<file path="src/rtl/scr_pkg.sv">
package scr_pkg;
    localparam int SCR_BYTES = 4;
    localparam int LANE_W    = $clog2(SCR_BYTES);
    localparam int SIZE_W    = $clog2(SCR_BYTES + 1);
    localparam int DATA_W    = SCR_BYTES * 8;

    typedef logic [DATA_W-1:0] word_t;
    typedef logic [7:0]        byte_t;
    typedef logic [LANE_W-1:0] lane_t;
    typedef logic [SIZE_W-1:0] size_t;

    typedef enum logic [1:0] {WIN_NONE, WIN_DIRECT, WIN_SPLIT} win_e;

    typedef struct packed {
        logic  valid;
        logic  wr;
        win_e  win;
        logic  legal;
        lane_t off;
        size_t size;
        word_t wdata;
    } acc_t;

    // Set of byte lanes from off up to off+size-1 (capped at the word)
    function automatic word_t lane_mask(input lane_t off, input size_t size);
        word_t m;
        m = '0;
        for (int b = 0; b < SCR_BYTES; b++) begin
            if (b >= int'(off) && b < int'(off) + int'(size))
                m[b*8 +: 8] = 8'hFF;
        end
        return m;
    endfunction

    function automatic logic size_legal(input lane_t off, input size_t size);
        return (size != '0) && (int'(off) + int'(size) <= SCR_BYTES);
    endfunction
endpackage

</file>
<file path="src/rtl/scr_win_decode.sv">
module scr_win_decode
    import scr_pkg::*;
#(
    parameter int                ADDR_W      = 16,
    parameter logic [ADDR_W-1:0] DIRECT_BASE = 16'h00E0,
    parameter logic [ADDR_W-1:0] SPLIT_BASE  = 16'h00E8
) (
    input  logic              req,
    input  logic              wr,
    input  logic [ADDR_W-1:0] addr,
    input  size_t             size,
    input  word_t             wdata,
    output acc_t              acc
);
    logic hit_direct, hit_split;

    assign hit_direct = addr[ADDR_W-1:LANE_W] == DIRECT_BASE[ADDR_W-1:LANE_W];
    assign hit_split  = addr[ADDR_W-1:LANE_W] == SPLIT_BASE[ADDR_W-1:LANE_W];

    always_comb begin
        acc.wr    = wr;
        acc.off   = addr[LANE_W-1:0];
        acc.size  = size;
        acc.wdata = wdata;
        acc.legal = size_legal(addr[LANE_W-1:0], size);
        if (hit_direct)     acc.win = WIN_DIRECT;
        else if (hit_split) acc.win = WIN_SPLIT;
        else                acc.win = WIN_NONE;
        acc.valid = req && (hit_direct || hit_split);
    end
endmodule

</file>
<file path="src/rtl/scr_lane_merge.sv">
module scr_lane_merge
    import scr_pkg::*;
(
    input  word_t cur,
    input  lane_t off,
    input  size_t size,
    input  word_t wdata,
    output word_t nxt,
    output word_t rd
);
    word_t mask, keep, placed;
    logic [LANE_W+2:0] start;

    always_comb begin
        start  = {off, 3'b000};
        mask   = lane_mask(off, size);
        // discard data above the access width before placing it
        keep   = wdata & lane_mask('0, size);
        placed = keep << start;
        nxt    = (cur & ~mask) | (placed & mask);
        rd     = (cur & mask) >> start;
    end
endmodule

</file>
<file path="src/rtl/scr_byte_seq.sv">
module scr_byte_seq
    import scr_pkg::*;
(
    input  logic  clk,
    input  logic  rst,
    input  logic  start,
    input  logic  wr,
    input  lane_t off,
    input  size_t size,
    input  word_t wdata,
    input  byte_t step_rbyte,
    output logic  busy,
    output logic  step_en,
    output logic  step_wr,
    output lane_t step_off,
    output byte_t step_wbyte,
    output logic  done,
    output word_t racc
);
    typedef enum logic {SEQ_IDLE, SEQ_RUN} seq_e;

    seq_e  state_q;
    lane_t idx_q, last_q, base_q;
    logic  wr_q;
    word_t wdata_q;

    assign busy       = state_q == SEQ_RUN;
    assign step_en    = busy;
    assign step_wr    = wr_q;
    assign step_off   = base_q + idx_q;
    assign step_wbyte = wdata_q[8*idx_q +: 8];

    always_ff @(posedge clk) begin
        if (rst) begin
            state_q <= SEQ_IDLE;
            idx_q   <= '0;
            last_q  <= '0;
            base_q  <= '0;
            wr_q    <= 1'b0;
            wdata_q <= '0;
            racc    <= '0;
            done    <= 1'b0;
        end else begin
            done <= 1'b0;
            case (state_q)
                SEQ_IDLE: begin
                    if (start) begin
                        state_q <= SEQ_RUN;
                        idx_q   <= '0;
                        last_q  <= lane_t'(size - size_t'(1));
                        base_q  <= off;
                        wr_q    <= wr;
                        wdata_q <= wdata;
                        racc    <= '0;
                    end
                end
                SEQ_RUN: begin
                    if (!wr_q) racc[8*idx_q +: 8] <= step_rbyte;
                    if (idx_q == last_q) begin
                        state_q <= SEQ_IDLE;
                        done    <= 1'b1;
                    end else begin
                        idx_q <= idx_q + lane_t'(1);
                    end
                end
                default: state_q <= SEQ_IDLE;
            endcase
        end
    end
endmodule

</file>
<file path="src/rtl/scr_lane_reg.sv">
module scr_lane_reg
    import scr_pkg::*;
#(
    parameter int                ADDR_W      = 16,
    parameter logic [ADDR_W-1:0] DIRECT_BASE = 16'h00E0,
    parameter logic [ADDR_W-1:0] SPLIT_BASE  = 16'h00E8
) (
    input  logic              clk,
    input  logic              rst,
    input  logic              req,
    input  logic              wr,
    input  logic [ADDR_W-1:0] addr,
    input  logic [SIZE_W-1:0] size,
    input  logic [DATA_W-1:0] wdata,
    output logic              busy,
    output logic              done,
    output logic [DATA_W-1:0] rdata
);
    acc_t  acc;
    word_t scratch_q;
    word_t direct_nxt, direct_rd, step_nxt, step_rd;
    logic  accept, imm_go, seq_start;
    logic  seq_busy, step_en, step_wr, seq_done;
    lane_t step_off;
    byte_t step_wbyte;
    word_t seq_racc;
    logic  imm_done_q;
    word_t imm_rdata_q;

    scr_win_decode #(
        .ADDR_W(ADDR_W), .DIRECT_BASE(DIRECT_BASE), .SPLIT_BASE(SPLIT_BASE)
    ) u_dec (
        .req(req), .wr(wr), .addr(addr), .size(size), .wdata(wdata), .acc(acc)
    );

    // requests are taken only when no split transfer runs
    assign accept    = acc.valid && !seq_busy;
    assign imm_go    = accept && (acc.win == WIN_DIRECT || !acc.legal);
    assign seq_start = accept && acc.win == WIN_SPLIT && acc.legal;

    scr_lane_merge u_direct (
        .cur(scratch_q), .off(acc.off), .size(acc.size), .wdata(acc.wdata),
        .nxt(direct_nxt), .rd(direct_rd)
    );

    scr_lane_merge u_step (
        .cur(scratch_q), .off(step_off), .size(size_t'(1)), .wdata(word_t'(step_wbyte)),
        .nxt(step_nxt), .rd(step_rd)
    );

    scr_byte_seq u_seq (
        .clk(clk), .rst(rst), .start(seq_start), .wr(acc.wr), .off(acc.off),
        .size(acc.size), .wdata(acc.wdata), .step_rbyte(byte_t'(step_rd)),
        .busy(seq_busy), .step_en(step_en), .step_wr(step_wr), .step_off(step_off),
        .step_wbyte(step_wbyte), .done(seq_done), .racc(seq_racc)
    );

    always_ff @(posedge clk) begin
        if (rst) begin
            scratch_q   <= '0;
            imm_done_q  <= 1'b0;
            imm_rdata_q <= '0;
        end else begin
            if (step_en && step_wr)
                scratch_q <= step_nxt;
            else if (imm_go && acc.wr && acc.legal)
                scratch_q <= direct_nxt;
            imm_done_q <= imm_go;
            if (imm_go)
                imm_rdata_q <= (!acc.wr && acc.legal) ? direct_rd : '0;
        end
    end

    assign busy  = seq_busy;
    assign done  = imm_done_q | seq_done;
    assign rdata = seq_done ? seq_racc : imm_rdata_q;
endmodule

</file>
<file path="config.mk">
export PLATFORM = sky130hd
export DESIGN_NAME = scr_lane_reg
export DESIGN_NICKNAME = d
export VERILOG_FILES = /design/src/rtl/scr_pkg.sv /design/src/rtl/scr_win_decode.sv /design/src/rtl/scr_lane_merge.sv /design/src/rtl/scr_byte_seq.sv /design/src/rtl/scr_lane_reg.sv
export SDC_FILE = /design/constraint.sdc
export NUM_CORES = 1
export LEC_CHECK = 0
export ABC_AREA = 1
export BUFFER_PORTS_ARGS = -buffer_cell sky130_fd_sc_hd__buf_2
export CAP_MARGIN = 15
export CORE_MARGIN = 2
export CORE_UTILIZATION = 40
export CTS_CLUSTER_DIAMETER = 60
export DETAILED_ROUTE_END_ITERATION = 6
export SYNTH_ARGS = -nofsm -noshare
export SYNTH_HDL_FRONTEND = slang
export SYNTH_SLANG_ARGS = --single-unit
</file>
<file path="constraint.sdc">
create_clock -name clk -period 5.17 [get_ports clk]
set_input_delay 0.7755 -clock clk [delete_from_list [all_inputs] [get_ports clk]]
set_output_delay 0.7755 -clock clk [all_outputs]
set_load 0.01 [all_outputs]
</file>
Word-level counts from Yosys, hierarchy flattened

Cells that the tools add are included.

Bits in latches: 0
Flip-flop bits (word level): 138
Bits of input ports: 55
Memory bits (writable): 0
Memory bits (read-only): 0
Memories kept: 0

Bitwise logic cells: 13
Shift operators: 7
$add $sub $neg: 6
Multipliers: 0
Eq/ne operators: 8
Div/mod/pow operators: 0
Magnitude comparators: 19
Reductions and logical operators: 27
Multiplexer cells: 29

Operator list:

| kind                                                                               | count |
|---|---|
| 32-bit AND                                                                         | 7 |
| 32-bit 2-to-1 mux                                                                  | 6 |
| 3-bit by 32-bit < comparator with 1-bit output (first input constant)              | 4 |
| 8-bit 2-to-1 mux                                                                   | 12 |
| 1-bit by 32-bit < comparator with 1-bit output (first input constant)              | 2 |
| 2-bit by 32-bit < comparator with 1-bit output (first input constant)              | 2 |
| 32-bit NOT                                                                         | 2 |
| 32-bit bitwise OR                                                                  | 2 |
| 32-bit one-hot mux with 2 select lines                                             | 1 |
| 5-bit negation with 34-bit output                                                  | 1 |
| 8-bit by 34-bit variable shift with 32-bit output (first input constant)           | 1 |
| 8-bit by 34-bit indexed part select with 32-bit output                             | 1 |
| 32-bit bitwise mux                                                                 | 1 |
| 32-bit by 4-bit less-or-equal comparator with 1-bit output (second input constant) | 1 |
| 32-bit by 6-bit indexed part select with 8-bit output                              | 1 |
| 32-bit by 5-bit << shifter with 32-bit output                                      | 1 |
| 8-bit by 5-bit << shifter with 32-bit output                                       | 1 |
| 32-bit by 5-bit >> shifter with 32-bit output                                      | 1 |
| 32-bit by 5-bit >> shifter with 8-bit output                                       | 1 |
| 14-bit by 6-bit == test with 1-bit output (second input constant)                  | 2 |
| 1-bit logical AND                                                                  | 16 |
| 1-bit by 2-bit >= comparator with 1-bit output (first input constant)              | 4 |
| 2-bit 2-to-1 mux                                                                   | 4 |
| 1-bit by 3-bit < comparator with 1-bit output (first input constant)               | 2 |
| 22 further kinds                                                                   | 33 |

Longest topological paths before layout

Gate-level depths: netlist of the first run.

Depth in word-level cells: 11
Mapped depth: 16
Depth with buffers taken out: 15

Hierarchy

From an unflattened synthesis of the first run, not the netlist that was laid out.

Cell total of the unflattened synthesis: 1876
Area total of the unflattened synthesis: 10722.8 sq um

By module, submodules not included:

| module         | area each (sq um) | seq. area each (sq um) | times used | cells each |
|---|---|---|---|---|
| scr_lane_reg   | 3573.4            | 1301.2                 | 1          | 579 |
| scr_lane_merge | 1741.7            | 0.0                    | 2          | 385 |
| scr_byte_seq   | 3174.3            | 1461.4                 | 1          | 449 |
| scr_win_decode | 491.7             | 0.0                    | 1          | 78 |

Worst setup path before layout of the first run

Ideal clock, no wire load.

Kind: input to register
From: input port addr[1]
To: register u_seq.racc[22]
Path buffers: 3
Data required time: 5.057 ns
Arrival: 2.699 ns
Slack: 2.358 ns
Cell stages on the path: 14
Cells stage by stage: clkbuf_1 -> inv_2 -> fa_1 -> inv_1 -> nor2_1 -> nor2_1 -> nor2_1 -> nand3_2 -> buf_6 -> nand2_4 -> buf_6 -> nand2_1 -> nand2_1 -> nor2_1

Longest elaborated chain between the ends: 6

Ends and longest elaborated chain:

| item                                                       | RTL line           | source |
|---|---|---|
| start: declaration                                         | scr_lane_reg.sv:12 | `input logic [ADDR_W-1:0] addr,` |
| 2-bit by 3-bit adder with 4-bit output                     | scr_pkg.sv:36      | `return (size != '0) && (int'(off) + int'(size) <= SCR_BYTES);` |
| 32-bit by 4-bit less-or-equal comparator with 1-bit output | scr_pkg.sv:36      |  |
| 1-bit logical AND                                          | scr_pkg.sv:36      |  |
| 1-bit logical AND                                          | scr_lane_reg.sv:39 | `assign seq_start = accept && acc.win == WIN_SPLIT && acc.legal;` |
| 2-bit != test (no source line)                             | n/a                |  |
| 2-bit AND reduction (no source line)                       | n/a                |  |
| end signal: indexed assignment                             | scr_byte_seq.sv:58 | `if (!wr_q) racc[8*idx_q +: 8] <= step_rbyte;` |
| end: declaration                                           | scr_byte_seq.sv:18 | `output word_t racc` |

No other way between the ends.
A chain may end at the register's enable or synchronous reset.

Final worst setup path of the first run

From: input port addr[1]
To: register u_seq.idx_q[1]

Longest elaborated chain between the ends: 6

Ends and longest elaborated chain:

| item                                                       | RTL line           | source |
|---|---|---|
| 2-bit by 3-bit adder with 4-bit output                     | scr_pkg.sv:36      |  |
| 32-bit by 4-bit less-or-equal comparator with 1-bit output | scr_pkg.sv:36      |  |
| 1-bit logical AND                                          | scr_pkg.sv:36      |  |
| 1-bit logical AND                                          | scr_lane_reg.sv:39 |  |
| 2-bit != test (no source line)                             | n/a                |  |
| 2-bit AND reduction (no source line)                       | n/a                |  |
| end signal: assignment                                     | scr_byte_seq.sv:63 | `idx_q <= idx_q + lane_t'(1);` |
| end: declaration                                           | scr_byte_seq.sv:23 | `lane_t idx_q, last_q, base_q;` |

No other way between the ends.

==> run summary, run 1 <==
status -> complete, no violations
highest achievable clock rate -> 293.2 MHz
sequential cell fraction of total power -> 41.8%
wire length of the first global-routing pass -> 43.76 mm
worst hold path cell count -> 2
Layout Nets -> 1494
Combinational Power Share -> 8.3%
capture instance of the worst register-to-register path -> u_seq.racc[0]
Max stage delay cell, worst path -> fa_1
flip-flop cell with the highest count after synthesis -> dfxtp_1
Lkg Pwr -> 4.321 nW
endpoint with the worst hold slack -> u_seq.wdata_q[24]
residual overflow from global routing -> 0
data required time of the worst path -> 5470 ps
via density per instance -> 5.147
synthesized area divided by synthesized cell count -> 6.103 um2
dpl hpwl -> 20.14 mm
Post-Synthesis Cells -> 1379
post-synthesis register bit count -> 138
antenna violations before repair -> 0
post-cts sizing count -> 0
area enclosed by the die boundary -> 22220 um2
setup slack after placement -> 1377 ps
clk sinks -> 138
number of global-route vias before repair -> 8305
clock tree from TritonCTS -> done
worst-case headroom to the max-slew limit -> 26.80%
Overall Global Routing Usage -> 25.23%
setup repair after global routing missed its margin -> false
Net Switching -> 0.6620 mW
launch instance of the worst register-to-register path -> u_seq.idx_q[1]
antenna diode count -> 0
largest stage delay on the critical path -> 600 ps
final setup TNS -> 0 ps
number of detailed-route iterations in the first pass -> 6
Final Hold Fails -> 0
proportion of synthesized flip-flops having asynchronous set or reset -> 0%
share of the cycle needed by the critical path after routing -> 65.97%
hold_sp -> u_seq.wdata_q[24]
cell internal power dissipation -> 1.883 mW
critical path start-end classification -> in2reg
number of cell rows -> 53
Worst Path Arrival -> 3710 ps
startpoint type of the worst setup path -> input pin
largest net degree at the start of global routing -> 86
H-Tree Depth -> 4
number of max-cap violations -> 0
Starting Density -> 40.42%
cts hold-fix bufs -> 0
library cell with the largest summed area after synthesis -> dfxtp_1
final setup skew -> 11.23 ps
WL per Instance -> 15.89 um
fin worst setup slack -> 1759 ps
Num CTS Buffers -> 17
final number of setup-violating endpoints -> 0
Register-to-Register Path Depth -> 6
area of placed instances -> 8964 um2
Routed Wire Length -> 27.30 mm
initial detailed-routing violation count -> 770
time the final worst path needs with I/O delays and setup -> 3411 ps
Critical Path Most Common Cell -> nor2_1
die height -> 149.1 um
DRT antenna net count -> 0
critical path capture point type -> flip-flop
clock tree root buffer cell -> clkbuf_16
count of warnings emitted by yosys -> 0
clock-pin slew of the registers on the worst-case setup and hold paths -> 60 ps
placeable core area -> 20820 um2
switching share of total power -> 26.01%
portion of total power attributed to the clock network -> 49.9%
area of the mapped netlist -> 8416 um2
area growth from synthesis to layout -> 13.65%
cell types with the highest counts after synthesis -> nor2_1 (321), nand2_1 (308), dfxtp_1 (138)
post-synthesis cell type count -> 42
number of fillers in the final layout -> 2279
number of top-level pins -> 89
Area contributors post-synth -> dfxtp_1 (33%), nor2_1 (14%), nand2_1 (14%), o21ai_0 (6.8%), nand3_1 (6.6%)
share of synthesized area occupied by flip-flops and latches -> 32.83%
Synth Net Count -> 1443
gpl congestion -> 0.9630
total number of vias -> 8842
final routed DRC violation total -> 0
number of synthesized flops with an enable pin -> 0
share of post-route cells with drive strength above 1 -> 13.03%
number of input and output port buffers inserted -> 88
type of the worst min-delay path -> reg2reg
most numerous cell in the Yosys netlist -> nor2_1
proportion of netlist area held by the largest area contributor -> 32.83%
Tightest Pin Transition -> 1090 ps
worst-skew pair later-pin latency -> 440 ps
clk buf depth -> 2
pwr dens -> 266.0 nW/um2
number of buffers inserted to repair setup after CTS -> 0
maximum fanout along the worst path -> 50
IR drop worst, VDD -> 0.0002385 V
slack of the worst reg-to-reg path -> 1940 ps
number of slew-limit violations in the final report -> 0
cell chain of the critical path -> buf_2, inv_2, fa_1, inv_1, nor2_1, nor2_1, nor2_1, nand3_2, buf_4, inv_2, a21oi_2, o21ai_0, a21oi_1
width of the die -> 149.1 um
post-route standard cell area excluding fillers -> 9564 um2
-- area by class of cell --
cell class                      count  area (um2)  area share (%)
Clock inverter                     14       171.4           1.792
Tap cell                          275       344.1           3.598
Sequential cell                   138        2763           28.89
Timing Repair Buffer               96       500.5           5.233
Clock buffer                       18       429.2           4.487
Inverter                          144       540.5           5.651
Multi-Input combinational cell   1033        4816           50.35
-- critical path: cells and delay by family --
kind,cells,cell delay [ps]
compound gates,3,350
fa+ha+maj,1,600
buf+inv,5,1540
simple gates,4,410
-- stage by stage --
stage / cells / utilization (%) / total power, mW / hold slack (ps)
after floorplan: 1379 / - / 1.225 / 424.0
after global placement: 1686 / 43.05 / 1.295 / 435.9
after detailed placement: 1686 / 43.05 / 1.294 / 441.9
after CTS: 1718 / 45.93 / 2.556 / 450.9
after global routing: 1718 / 45.93 / 2.627 / 469.7
final: 1718 / 45.93 / 2.545 / 447.6
-- routing by layer --
| layer | routed length (um) | track usage, % | up-vias |
|---|---|---|---|
| met5 | 0 | 0 | - |
| met4 | 823 | 9.905 | 0 |
| met3 | 1551 | 4.037 | 57 |
| met2 | 12800 | 41.87 | 324 |
| met1 | 12120 | 32.86 | 3969 |
| li1 | - | - | 4492 |
-- logic make-up after synthesis --
kind of cell,synth area share [%]
simple gates,41.05
compound gates,14.75
buf+inv,9.946
flops,32.83
fa+ha+maj,1.427
-- cell usage in the layout, fill, tap and decap left out, drive strengths merged --
| cell type | netlist | routed |
|---|---|---|
| a211oi | 1 | 1 |
| a21boi | 8 | 8 |
| a21oi | 54 | 54 |
| a22oi | 1 | 1 |
| buf | 25 | 96 |
| bufinv | 0 | 3 |
| clkbuf | 39 | 18 |
| clkinv | 3 | 9 |
| clkinvlp | 0 | 3 |
| dfxtp | 138 | 138 |
| fa | 1 | 1 |
| ha | 8 | 8 |
| inv | 141 | 143 |
| nand2 | 330 | 330 |
| nand3 | 115 | 115 |
| nand3b | 1 | 1 |
| nand4 | 21 | 21 |
| nor2 | 328 | 328 |
| nor3 | 6 | 6 |
| o211ai | 4 | 4 |
| o21a | 8 | 8 |
| o21ai | 121 | 121 |
| o22ai | 19 | 19 |
| o2bb2ai | 1 | 1 |
| o31ai | 3 | 3 |
| or2 | 3 | 3 |
-- power by group through the flow --
stage	clock (mW)	sequential (mW)	combinational, mW
floorplan	0	1.09	0.138
global placement	0	1.09	0.208
global route	1.33	1.06	0.233
CTS	1.28	1.06	0.208
finish	1.27	1.06	0.211
detailed placement	0	1.09	0.207
-- how the worst max path moves through the flow --
stage                     startpoint          endpoint  cells past startpoint
after floorplan              addr[1]    u_seq.racc[22]                     14
after global placement       addr[1]    u_seq.idx_q[1]                     13
after detailed placement     addr[1]    u_seq.idx_q[1]                     13
after CTS                    addr[1]    u_seq.idx_q[1]                     13
after global routing         addr[1]  u_seq.wdata_q[7]                     12
final                        addr[1]    u_seq.idx_q[1]                     13
Power figures use the tool's default switching activity.
==> inputs of run 2 (changes only) <==
--- a/config.mk
+++ b/config.mk
@@ -5,7 +5,7 @@
 export SDC_FILE = /design/constraint.sdc
 export NUM_CORES = 1
 export LEC_CHECK = 0
-export ABC_AREA = 1
+export ABC_AREA = 0
 export BUFFER_PORTS_ARGS = -buffer_cell sky130_fd_sc_hd__buf_2
 export CAP_MARGIN = 15
 export CORE_MARGIN = 2
==> constraint.sdc (replaced) <==
create_clock -name clk -period 3.5 [get_ports clk]
set_input_delay 0.525 -clock clk [delete_from_list [all_inputs] [get_ports clk]]
set_output_delay 0.525 -clock clk [all_outputs]
set_load 0.01 [all_outputs]
==> run summary, run 2 <==
setup repair after global routing missed its margin -> false
initial detailed-routing violation count -> 728 (-5.5%)
maximum fanout along the worst path -> 26 (-48%)
flip-flop cell with the highest count after synthesis -> dfxtp_1
Combinational Power Share -> 10.0% (+1.7 points)
number of synthesized flops with an enable pin -> 0 (unchanged)
slack of the worst reg-to-reg path -> 970 ps (-970 ps)
status -> complete, no violations
WL per Instance -> 21.48 um (+35%)
Synth Net Count -> 914 (-37%)
number of top-level pins -> 89 (unchanged)
Routed Wire Length -> 25.60 mm (-6.2%)
highest achievable clock rate -> 361.3 MHz
Num CTS Buffers -> 17 (unchanged)
Area contributors post-synth -> dfxtp_1 (35%), a22o_1 (6.3%), nand2_1 (4.7%), mux2_2 (4.6%), mux4_2 (4.6%)
cell types with the highest counts after synthesis -> dfxtp_1 (138), nand2_1 (98), a21oi_1 (56), a22o_1 (56), clkbuf_1 (49)
number of slew-limit violations in the final report -> 0 (unchanged)
type of the worst min-delay path -> in2reg
area enclosed by the die boundary -> 20670 um2 (-6.9%)
share of the cycle needed by the critical path after routing -> 79.07%
leading cell type in the layout, fill and taps excluded -> dfxtp_1
number of buffers inserted to repair setup after CTS -> 0 (unchanged)
critical path start-end classification -> in2reg
area of the mapped netlist -> 7816 um2 (-7.1%)
adder-cell area share of the yosys netlist -> 1.537% (+0.11 points)
width of the die -> 143.8 um (-3.5%)
post-cts sizing count -> 0 (unchanged)
clk buf depth -> 2 (unchanged)
largest net degree at the start of global routing -> 72 (-16%)
Register-to-Register Path Depth -> 5 (-1)
worst-skew pair later-pin latency -> 430 ps (about the same)
sequential cell fraction of total power -> 43.0% (+1.2 points)
XOR/XNOR Fraction of Synth Area -> 0.9445% (+0.94 points)
number of cell rows -> 51 (-3.8%)
Layout Nets -> 978 (-35%)
cts hold-fix bufs -> 0 (unchanged)
startpoint type of the worst setup path -> input pin
Final Power -> 3.653 mW (+44%)
commonest non-fill, non-tap cells in the layout -> dfxtp_1 (138), nand2_1 (98), buf_2 (88), a21oi_1 (56), a22o_1 (56)
final setup TNS -> 0 ps (unchanged)
final routed DRC violation total -> 0 (unchanged)
switching share of total power -> 28.44% (+2.4 points)
launch instance of the worst register-to-register path -> u_seq.idx_q[0]
proportion of synthesized flip-flops having asynchronous set or reset -> 0% (unchanged)
DRT antenna net count -> 0 (unchanged)
share of post-route cells with drive strength above 1 -> 23.84% (+11 points)
clock-pin slew of the registers on the worst-case setup and hold paths -> 60 ps (about the same)
launching element of the worst setup path -> size[0]
via density per instance -> 6.150 (+19%)
Tightest Pin Transition -> 1073 ps (-16.99 ps)
worst-case headroom to the max-slew limit -> 28.06% (+1.3 points)
gpl congestion -> 0.9520 (-1.1%)
post-synthesis register bit count -> 138 (unchanged)
hold_sp -> wdata[26]
clock tree from TritonCTS -> done
total number of vias -> 7331 (-17%)
time the final worst path needs with I/O delays and setup -> 2767 ps
final setup skew -> 9.949 ps (-1.281 ps)
library cell with the largest summed area after synthesis -> dfxtp_1
area of placed instances -> 8479 um2 (-5.4%)
most numerous cell in the Yosys netlist -> dfxtp_1
portion of total power attributed to the clock network -> 47.0% (-2.9 points)
number of input and output port buffers inserted -> 88 (unchanged)
share of synthesized area occupied by flip-flops and latches -> 35.34% (+2.5 points)
residual overflow from global routing -> 0 (unchanged)
clk sinks -> 138 (unchanged)
number of global-route vias before repair -> 6897 (-17%)
Worst Path Arrival -> 3140 ps (-570 ps)
largest stage delay on the critical path -> 760 ps (+160 ps)
clock tree root buffer cell -> clkbuf_16
Net Switching -> 1.039 mW (+57%)
IR drop worst, VDD -> 0.0003637 V (+52%)
worst hold path cell count -> 3 (+1)
cell internal power dissipation -> 2.614 mW (+39%)
critical path capture point type -> flip-flop
die height -> 143.8 um (-3.5%)
dpl hpwl -> 18.59 mm (-7.7%)
synthesized area divided by synthesized cell count -> 9.196 um2 (+51%)
wire length of the first global-routing pass -> 40.21 mm (-8.1%)
antenna violations before repair -> 0 (unchanged)
placeable core area -> 19330 um2 (-7.1%)
Post-Synthesis Cells -> 850 (-38%)
Compound-Gate Fraction of Synth Area -> 28.03% (+13 points)
pwr dens -> 404.6 nW/um2 (+52%)
antenna diode count -> 0 (unchanged)
Starting Density -> 40.43% (about the same)
number of detailed-route iterations in the first pass -> 5 (-1)
mux cell area share after synthesis -> 11.53% (+12 points)
area growth from synthesis to layout -> 15.53%
combinational family with the most area after synthesis -> compound AO/OA/AOI/OAI gates
count of warnings emitted by yosys -> 0 (unchanged)
Lkg Pwr -> 3.492 nW (-19%)
H-Tree Depth -> 4 (unchanged)
share of synthesized cell area in and, or, nand and nor gates -> 17.40% (-24 points)
final number of setup-violating endpoints -> 0 (unchanged)
endpoint with the worst hold slack -> u_seq.wdata_q[26]
Overall Global Routing Usage -> 25.49% (+0.26 points)
number of max-cap violations -> 0 (unchanged)
proportion of netlist area held by the largest area contributor -> 35.34% (+2.5 points)
cell chain of the critical path -> buf_2, ha_1, inv_1, fa_1, nand2b_1, a21bo_2, o211ai_2, and2_1, a22o_1
post-route standard cell area excluding fillers -> 9030 um2 (-5.6%)
Final Hold Fails -> 0 (unchanged)
post-synthesis cell type count -> 73 (+74%)
data required time of the worst path -> 3880 ps (-1590 ps)
Max stage delay cell, worst path -> and2_1
[run 2: changes by cell type after synthesis, moves of 22 or more]
cell and delta:
a22o_1 +56, nor2_1 -285, o211ai_1 +22, mux2_2 +32
nand2_1 -210, nand3_1 -85, o21ai_0 -99, inv_1 -114
[run 2: area by class of cell]
| class | count | area, um2 |
|---|---|---|
| Multi-Input combinational cell | 623 | 4652 |
| Clock inverter | 15 | 125.1 |
| Tap cell | 265 | 331.6 |
| Fill cell | 1933 | 10300 |
| Timing Repair Buffer | 120 | 680.7 |
| Inverter | 14 | 52.55 |
| Clock buffer | 17 | 425.4 |
| Sequential cell | 138 | 2763 |
[run 2: critical path: cells and delay by family]
family / cells / cell delay (ps)
buf+inv: 2 / 200
fa+ha+maj: 2 / 850
simple gates: 2 / 910
compound gates: 3 / 650
[run 2: worst max path at each step]
stage / to / slack [ps] / cells after the start
6_report: imm_rdata_q[17] / 730 / 9
5_1_grt: imm_rdata_q[17] / 510 / 9
4_1_cts: imm_rdata_q[17] / 740 / 9
3_5_place_dp: imm_rdata_q[2] / 310 / 9
3_3_place_gp: imm_rdata_q[4] / 360 / 9
2_1_floorplan: flip-flop / 150 / 10
[run 2: power groups by stage]
| stage | Sequential (mW) | Clock, mW | Combinational (mW) |
|---|---|---|---|
| after global routing | 1.57 | 1.81 | 0.392 |
| final | 1.57 | 1.72 | 0.365 |
| after CTS | 1.57 | 1.74 | 0.357 |
| after floorplan | 1.61 | 0 | 0.217 |
| after global placement | 1.61 | 0 | 0.357 |
| after detailed placement | 1.61 | 0 | 0.355 |
[run 2: cell families (layout without fill, tap and decap cells)]
logic type / count (synthesis) / count (layout)
flops: 138 / 138
xor+xnor: 5 / 5
simple gates: 263 / 263
fa+ha+maj: 9 / 9
compound gates: 281 / 281
mux: 65 / 65
buf+inv: 89 / 166
[run 2: layer usage]
layer	routed length (um)	vias to the layer above	track usage [%]
met1	11190	3512	34.10
met5	0	-	0
met3	1831	46	4.532
li1	-	3431	-
met2	11990	342	41.73
met4	586	0	8.204
[run 2: through the flow]
stage / cells / setup slack (ps) / hold slack [ps] / utilization, %
global route: 1192 / 512.8 / 356.8 / 46.70
CTS: 1192 / 738.8 / 342.5 / 46.70
global placement: 1160 / 359.3 / 435.1 / 43.86
floorplan: 850 / 148.6 / 428.6 / -
finish: 1192 / 732.5 / 351.5 / 46.70
detailed placement: 1160 / 309.1 / 442.7 / 43.86
